--- src/rtl/tmr_pkg.sv ---
package tmr_pkg;
  localparam int REG_W  = 64;
  localparam int HALF_W = REG_W / 2;

  typedef enum logic {ACC_W32 = 1'b0, ACC_W64 = 1'b1} acc_size_e;

  // one-hot-or-none write decode of a 64-bit register
  typedef struct packed {
    logic lo;
    logic full;
    logic hi;
  } half_wr_t;

  function automatic half_wr_t split_write(logic hit, logic we,
                                           logic [2:0] sub, logic sz);
    half_wr_t r;
    r = '0;
    if (hit && we) begin
      if (sub == 3'd0) begin
        if (sz == ACC_W64) r.full = 1'b1;
        else               r.lo   = 1'b1;
      end else if (sub == 3'd4 && sz == ACC_W32) begin
        r.hi = 1'b1;
      end
    end
    return r;
  endfunction

  function automatic logic [REG_W-1:0] read_view(logic [REG_W-1:0] v,
                                                 logic [2:0] sub, logic sz);
    logic [REG_W-1:0] r;
    case (sub)
      3'd0:    r = (sz == ACC_W64) ? v : {{HALF_W{1'b0}}, v[HALF_W-1:0]};
      3'd4:    r = {{HALF_W{1'b0}}, v[REG_W-1:HALF_W]};
      default: r = '0;
    endcase
    return r;
  endfunction
endpackage

--- src/rtl/tmr_reg64.sv ---
module tmr_reg64
  import tmr_pkg::*;
#(
  parameter logic [REG_W-1:0] RST_VAL = '0
) (
  input  logic             clk,
  input  logic             rst_n,
  input  half_wr_t         wr,
  input  logic [REG_W-1:0] wdata,
  input  logic             tick,
  output logic [REG_W-1:0] q
);
  always_ff @(posedge clk) begin
    if (!rst_n)       q <= RST_VAL;
    else if (wr.full) q <= wdata;
    else if (wr.lo)   q <= {q[REG_W-1:HALF_W], wdata[HALF_W-1:0]};
    else if (wr.hi)   q <= {wdata[HALF_W-1:0], q[HALF_W-1:0]};
    else if (tick)    q <= q + 1'b1;
  end


  step_chk: assert property (@(posedge clk) disable iff (!rst_n)
    (wr == '0 && tick) |=> q == $past(q) + 64'd1);

  hold_chk: assert property (@(posedge clk) disable iff (!rst_n)
    (wr == '0 && !tick) |=> $stable(q));

  wr_wins_chk: assert property (@(posedge clk) disable iff (!rst_n)
    wr.full |=> q == $past(wdata));
endmodule

--- src/rtl/tmr_hart_unit.sv ---
module tmr_hart_unit
  import tmr_pkg::*;
(
  input  logic             clk,
  input  logic             rst_n,
  input  half_wr_t         wr,
  input  logic [REG_W-1:0] wdata,
  input  logic [REG_W-1:0] time_now,
  output logic [REG_W-1:0] cmp_val,
  output logic             irq
);
  tmr_reg64 #(.RST_VAL({REG_W{1'b1}})) u_cmp (
    .clk   (clk),
    .rst_n (rst_n),
    .wr    (wr),
    .wdata (wdata),
    .tick  (1'b0),
    .q     (cmp_val)
  );

  always_ff @(posedge clk) begin
    if (!rst_n) irq <= 1'b0;
    else        irq <= (cmp_val <= time_now);
  end


  fire_chk: assert property (@(posedge clk) disable iff (!rst_n)
    (cmp_val <= time_now && $stable(cmp_val) && $stable(time_now)) |-> irq);

  quiet_chk: assert property (@(posedge clk) disable iff (!rst_n)
    (cmp_val > time_now && $stable(cmp_val) && $stable(time_now)) |-> !irq);
endmodule

--- src/rtl/mhart_timer.sv ---
module mhart_timer
  import tmr_pkg::*;
#(
  parameter int NUM_HARTS = 4,
  parameter int ADDR_W    = 12,
  parameter int CMP_BASE  = 'h000,
  parameter int TIME_BASE = 'hFF8
) (
  input  logic                 clk,
  input  logic                 rst_n,
  input  logic                 tick_en,
  input  logic                 bus_en,
  input  logic                 bus_we,
  input  logic                 bus_size,
  input  logic [ADDR_W-1:0]    bus_addr,
  input  logic [REG_W-1:0]     bus_wdata,
  output logic [REG_W-1:0]     bus_rdata,
  output logic [NUM_HARTS-1:0] timer_irq
);
  localparam logic [ADDR_W-1:0] CMP_A  = ADDR_W'(CMP_BASE);
  localparam logic [ADDR_W-1:0] TIME_A = ADDR_W'(TIME_BASE);
  localparam logic [ADDR_W-1:0] SPAN_A = ADDR_W'(NUM_HARTS * 8);

  logic [ADDR_W-1:0]    cmp_off;
  logic [2:0]           sub;
  logic                 in_cmp, in_time;
  logic [NUM_HARTS-1:0] slot_hit;
  logic [REG_W-1:0]     time_q;
  logic [REG_W-1:0]     cmp_val [NUM_HARTS];
  half_wr_t             time_wr;

  assign cmp_off = bus_addr - CMP_A;
  assign sub     = bus_addr[2:0];
  assign in_cmp  = bus_en && (bus_addr >= CMP_A) && (cmp_off < SPAN_A);
  assign in_time = bus_en && (bus_addr[ADDR_W-1:3] == TIME_A[ADDR_W-1:3]);
  assign time_wr = split_write(in_time, bus_we, sub, bus_size);

  tmr_reg64 #(.RST_VAL('0)) u_time (
    .clk   (clk),
    .rst_n (rst_n),
    .wr    (time_wr),
    .wdata (bus_wdata),
    .tick  (tick_en),
    .q     (time_q)
  );

  for (genvar h = 0; h < NUM_HARTS; h++) begin : g_hart
    assign slot_hit[h] = in_cmp && (cmp_off[ADDR_W-1:3] == (ADDR_W-3)'(h));
    tmr_hart_unit u_unit (
      .clk      (clk),
      .rst_n    (rst_n),
      .wr       (split_write(slot_hit[h], bus_we, sub, bus_size)),
      .wdata    (bus_wdata),
      .time_now (time_q),
      .cmp_val  (cmp_val[h]),
      .irq      (timer_irq[h])
    );
  end

  always_comb begin
    bus_rdata = '0;
    if (bus_en && !bus_we) begin
      if (in_time) bus_rdata = read_view(time_q, sub, bus_size);
      for (int h = 0; h < NUM_HARTS; h++)
        if (slot_hit[h]) bus_rdata = read_view(cmp_val[h], sub, bus_size);
    end
  end


  one_slot_chk: assert property (@(posedge clk) disable iff (!rst_n)
    $onehot0(slot_hit));

  unmapped_zero_chk: assert property (@(posedge clk) disable iff (!rst_n)
    (bus_en && !bus_we && !in_cmp && !in_time) |-> bus_rdata == '0);
endmodule

--- config.mk ---
export PLATFORM = sky130hd
export DESIGN_NAME = mhart_timer
export DESIGN_NICKNAME = d
export VERILOG_FILES = /design/src/rtl/tmr_pkg.sv /design/src/rtl/tmr_reg64.sv /design/src/rtl/tmr_hart_unit.sv /design/src/rtl/mhart_timer.sv
export SDC_FILE = /design/constraint.sdc
export NUM_CORES = 2
export LEC_CHECK = 0
export ABC_AREA = 1
export BUFFER_PORTS_ARGS = -buffer_cell sky130_fd_sc_hd__clkbuf_2
export CAP_MARGIN = 20
export CORE_MARGIN = 5
export CORE_UTILIZATION = 40
export CTS_CLUSTER_DIAMETER = 200
export DETAILED_ROUTE_END_ITERATION = 6
export PLACE_DENSITY_LB_ADDON = 0.15
export SYNTH_ARGS = -nofsm -noshare
export SYNTH_HDL_FRONTEND = slang
export SYNTH_SLANG_ARGS = --single-unit
--- constraint.sdc ---
create_clock -name clk -period 3.3 [get_ports clk]
set_input_delay 0.33 -clock clk [delete_from_list [all_inputs] [get_ports clk]]
set_output_delay 0.33 -clock clk [all_outputs]
set_load 0.02 [all_outputs]
* After elaboration in Yosys (flattened, before gate mapping)
Cells that the tools add are included.
Word-level totals: output and inout port bits 68, register bits after elaboration 324
Operators by class: reductions and logical operators 33, bitwise gates (word level) 1, order comparisons 6, $add $sub $neg 1, equality and inequality tests 11, mux-type cells 42
Operator list (count):
- $mux 64 | 27
- $pmux 64 s2 | 5
- $le 64x64->1 | 4
- $add 64x1->64 const B | 1
- $eq 9x2->1 const B | 2
- $reduce_bool 2->1 | 8
- $mux 3 | 5
- $logic_and 1x1->1 | 14
- $ge 12x1->1 const B | 1
- $lt 12x6->1 const B | 1
- $reduce_and 2->1 | 6
- $ne 2x2->1 const B | 5
- $eq 9x1->1 const B | 1
- $eq 9x9->1 const B | 1
- $logic_not 9->1 | 1
- $reduce_bool 3->1 | 2
- $mux 1 | 4
- $eq 3x3->1 const B | 1
- $logic_not 3->1 | 1
- $ne 3x1->1 const B | 1
- $mux 2 | 1
- $logic_not 1->1 | 1
- $not 1->1 | 1

* Longest topological paths before layout
depth after elaboration 9, gate-level depth with buffers 16, mapped depth without buffers 16

* Cells and area by module
A second synthesis with hierarchy kept.
Second synthesis, totals: cell total of the unflattened synthesis 6750, area total of the unflattened synthesis 37498.5 µm²
By module, submodules not included:
- tmr_reg64 (g_hart[0].u_unit.u_cmp ...) | cells each 924, area an instance 5083.6 µm², seq. area each 1281.2 µm², instances 4
- tmr_hart_unit | cells each 273, area an instance 1755.4 µm², seq. area each 20.0 µm², instances 4
- tmr_reg64 (u_time) | cells each 900, area an instance 5136.2 µm², seq. area each 1281.2 µm², instances 1
- mhart_timer | cells each 1062, area an instance 5006.1 µm², seq. area each 0.0 µm², instances 1

* Worst setup path before layout
Ideal clock, no wire load.
path kind input -> output, start input port bus_addr[4], end output port bus_rdata[35], required time 2970 ps, stages on the path 10, arrival 1814 ps, path slack 1156 ps, path buffers 2, cells stage by stage buf_4 nand2_1 nor3_2 nand3_1 clkbuf_1 o21ai_0 o21ai_0 nand3_1 nand2_1 a21oi_1
Between the ends: word-level cells in the longest chain between the ends 9, elaborated cells on any way between the ends 20
Ends and longest elaborated chain:
- start, declared | line mhart_timer.sv:15 | input logic [ADDR_W-1:0] bus_addr,
- $ge 12x1->1 | line mhart_timer.sv:34 | assign in_cmp = bus_en && (bus_addr >= CMP_A) && (cmp_off < SPAN_A);
- $logic_and 1x1->1 (2 in a row) | line mhart_timer.sv:34
- $logic_and 1x1->1 | line mhart_timer.sv:48 | assign slot_hit[h] = in_cmp && (cmp_off[ADDR_W-1:3] == (ADDR_W-3)'(h));
- $mux 64 (3 in a row) | line mhart_timer.sv:65 | if (slot_hit[h]) bus_rdata = read_view(cmp_val[h], sub, bus_size);
- $mux 64 * | line mhart_timer.sv:65
- $mux 64 * | line mhart_timer.sv:62 | if (bus_en && !bus_we) begin
- end, declared | line mhart_timer.sv:17 | output logic [REG_W-1:0] bus_rdata,
Mark *: on every way between the ends. The rest lies on a longest branch, timed or not.

* Worst setup path in the final report
start input port bus_addr[9], end output port bus_rdata[8]
Same word-level chain as after synthesis.

==> impl_metrics.py <==
metrics = {
    "outcome": {
        "status": "finished, final reports clean",
    },
    "grt": {
        "grt_pass1_vias": 27448,
        "track_usage_pct": 33.59,
        "grt-ovfl-total": 0,
        "grt_max_degree": 135,
        "grt_pass1_wl_um": 182800,
        "antenna_found_initial": 3,
    },
    "timing": {
        "timing.final.crit_share_pct": 88.19,
        "clock_skew_ns": 0.01566,
        "maxSlewViolCount": 0,
        "maxSlewHeadroom_pct": 38.71,
        "tightest_slew_ns": 0.9193,
        "hold_viol_final": 0,
        "rsz0062_at_grt": "no",
        "setup_ws_ns": 0.3896,
        "setup_tns_ns": 0,
        "min_period_ns": 2.910,
        "fmax_mhz": 343.6,
        "finalSetupViolations": 0,
    },
    "power_and_ir_drop": {
        "power.leakage_uw": 0.01461,
        "combinationalPowerShare_pct": 10.8,
        "p_sw_uw": 2797,
        "powerDensity_nw_per_um2": 340.9,
        "p_clk_share_pct": 49.5,
        "irDropWorstVdd_v": 0.0003136,
        "intPower_uw": 7218,
        "power_frac_seq_pct": 39.7,
        "power.total_uw": 10010,
        "swShare_pct": 27.92,
    },
    "flow_run": {
        "max-cap-violations": 0,
    },
    "clock_network": {
        "clk_latency_ns": 0.59,
        "max-clock-path-buffers": 3,
        "cts_setup_buffers": 0,
        "cts_inserted_buffers": 43,
        "cts_tree": "built",
        "cts_sinks": 324,
        "cts.clk_slew.worst_paths_ns": 0.06,
        "cts_hold_buffers": 0,
        "cts-resized-gates": 0,
        "ctsRootBufferMaster": "clkbuf_16",
        "htreeDepth": 2,
    },
    "detailed_routing": {
        "firstDrtPassIters": 7,
        "vias": 30151,
        "final_antenna_net_count": 0,
        "drc": 0,
        "viasPerCell": 5.804,
        "drt_iter0_drc": 4065,
        "wire_per_inst_um": 23.94,
        "wl_um": 124400,
    },
    "logic_synthesis": {
        "synth_cell_type_count": 42,
        "syn_avg_cell_area_sq_um": 6.193,
        "yosysSeqAreaShare_pct": 24.61,
        "syn-cell-area_sq_um": 26350,
        "synth_nets": 4594,
        "syn_inst": 4255,
        "ys_ff_latch": 324,
        "ys_warn_count": 0,
    },
    "cells_and_area": {
        "final_cell_mix": "1312 x nand2_1, 390 x nand3_1, 382 x inv_1, 324 x dfxtp_1, 307 x nor2_1",
        "layout_commonest_cell": "nand2_1",
        "fin_nets": 4639,
        "seqCellArea_sq_um": 6486,
        "num-fill-cells": 7022,
        "multi_input_area_sq_um": 17330,
        "fin_cells": 5195,
        "area_growth_pct": 11.48,
        "antenna_cells": 0,
        "drive_above_1_share_pct": 8.243,
    },
    "die": {
        "core_sq_um": 65510,
        "ioPinCount": 150,
        "start_util_pct": 40.22,
        "die_width_um": 266.7,
        "die_area_sq_um": 71110,
        "rows": 94,
        "dieHeight_um": 266.7,
    },
    "critical_path": {
        "cp-end-kind": "output port",
        "cp-start-kind": "input port",
        "cp.arrival_ns": 2.58,
        "worstSetupPathType": "in -> out",
        "required_ns": 2.97,
        "critPathMaxFanout": 68,
        "ff2ff_setup_slack_ns": 0.54,
    },
    "placement": {
        "gp_congestion": 1.038,
        "place_hpwl_um": 93770,
        "port_buffers": 149,
        "dp_slack_ns": 0.5156,
        "dp_cells": 5119,
    },
    "hold_path": {
        "hp-class": "in -> reg",
    },
}
==> area by class of cell <==
cell class,instances,area share (%)
well taps,864,3.680
multi-input cells,3297,59.01
clock buffers,68,4.536
inverters,403,5.158
flip-flops and latches,324,22.08
repair buffers,231,5.137
clock inverters,8,0.4046
==> power groups by stage <==
stage	clock network, uW	registers, uW	logic, uW
floorplan	0	4050	604
global placement	0	4060	1040
detailed placement	0	4060	1040
CTS	4990	3970	1040
global route	5140	3970	1160
finish	4960	3970	1080
==> registers in the layout (all words and copies together) (netlist names) <==
name and flops:
g_hart.u_unit.irq 4, g_hart.u_unit.u_cmp.q 256, u_time.q 64
==> through the flow <==
step                hold WS [ns]  cell area, sq um  utilization [%]
floorplan                 0.4460             26350                -
global placement          0.4611             27930            42.63
detailed placement        0.4677             27930            42.63
CTS                      0.05192             29380            44.84
global route             0.09571             29380            44.84
finish                   0.06549             29380            44.84
==> synth_stat cells <==
| master | instances | area (sq um) |
|---|---|---|
| nand2_1 | 1313 | 4928 |
| clkinv_2 | 1 | 5.000 |
| inv_1 | 383 | 1438 |
| nor2_1 | 308 | 1156 |
| clkbuf_1 | 133 | 499.2 |
| a22o_1 | 30 | 262.8 |
| nand2_2 | 5 | 31.28 |
| o21a_1 | 12 | 90.09 |
| o21ai_1 | 96 | 480.5 |
| nor4_2 | 1 | 12.51 |
| buf_4 | 15 | 112.6 |
| dfxtp_1 | 324 | 6486 |
| clkinv_1 | 1 | 3.750 |
| o211ai_1 | 86 | 645.6 |
| nor3_4 | 4 | 65.06 |
| buf_1 | 17 | 63.81 |
| nor3b_1 | 4 | 30.03 |
| and3_1 | 4 | 25.02 |
| and2_1 | 2 | 12.51 |
| o211ai_2 | 9 | 112.6 |
| a31oi_1 | 37 | 231.5 |
| nor3_1 | 42 | 210.2 |
| xor2_1 | 20 | 175.2 |
| nor2b_4 | 1 | 13.76 |
| a21o_1 | 4 | 30.03 |
| nand3_1 | 393 | 1967 |
| nand3_2 | 4 | 40.04 |
| nor4_1 | 4 | 25.02 |
| nor2_2 | 3 | 18.77 |
| nand3_4 | 5 | 87.58 |
| nor2_8 | 1 | 20.02 |
| nor2_4 | 1 | 11.26 |
| o21ai_0 | 256 | 1281 |
| inv_2 | 18 | 67.56 |
| nand4_1 | 86 | 538.0 |
| a21oi_1 | 290 | 1451 |
| ha_1 | 257 | 3216 |
| buf_6 | 7 | 78.83 |
| o21ai_4 | 1 | 16.27 |
| nor3_2 | 1 | 10.01 |
| o22ai_1 | 17 | 106.4 |
| buf_2 | 59 | 295.3 |
==> logic make-up (layout without fill, tap and decap cells) <==
family          count (synthesis)  in the layout  share of synthesized area, %
xor+xnor                       20             20                        0.6647
simple gates                 2182           2182                         34.92
buf+inv                       634            710                         9.729
compound gates                838            838                         17.87
flops                         324            324                         24.61
fa+ha+maj                     257            257                         12.20
==> critical path, cell delays in order <==
cell and delay, ns:
clkbuf_2 0.10, nor2_1 0.19, nand3_2 0.16, nor2_8 0.19
nand3_4 0.09, buf_12 0.18, o21ai_0 0.50, nand2_1 0.23
nand2_1 0.15, nand3_1 0.08, nand2_1 0.11, inv_1 0.06
clkbuf_2 0.15
==> path summary, 6_finish.rpt <==
check                                                 start                      endpoint  depth (start not counted)
worst max-delay path                            bus_addr[9]                  bus_rdata[8]                         13
worst min-delay path                          bus_wdata[46]  g_hart[2].u_unit.u_cmp.q[46]                          5
worst max register to register                 u_time.q[58]          g_hart[3].u_unit.irq                         10
worst min register to register  g_hart[0].u_unit.u_cmp.q[0]   g_hart[0].u_unit.u_cmp.q[0]                          2
==> per-layer routing <==
layer / global-route usage (%) / share of wire, % / vias up
met3: 9.089 / 13 / 213
met4: 8.901 / 3.1 / 2
li1: - / - / 14283
met5: 0 / 0.0096 / -
met1: 49.65 / 44 / 13934
met2: 48.09 / 40 / 1719
No activity file was read; power rests on OpenSTA's default activity.
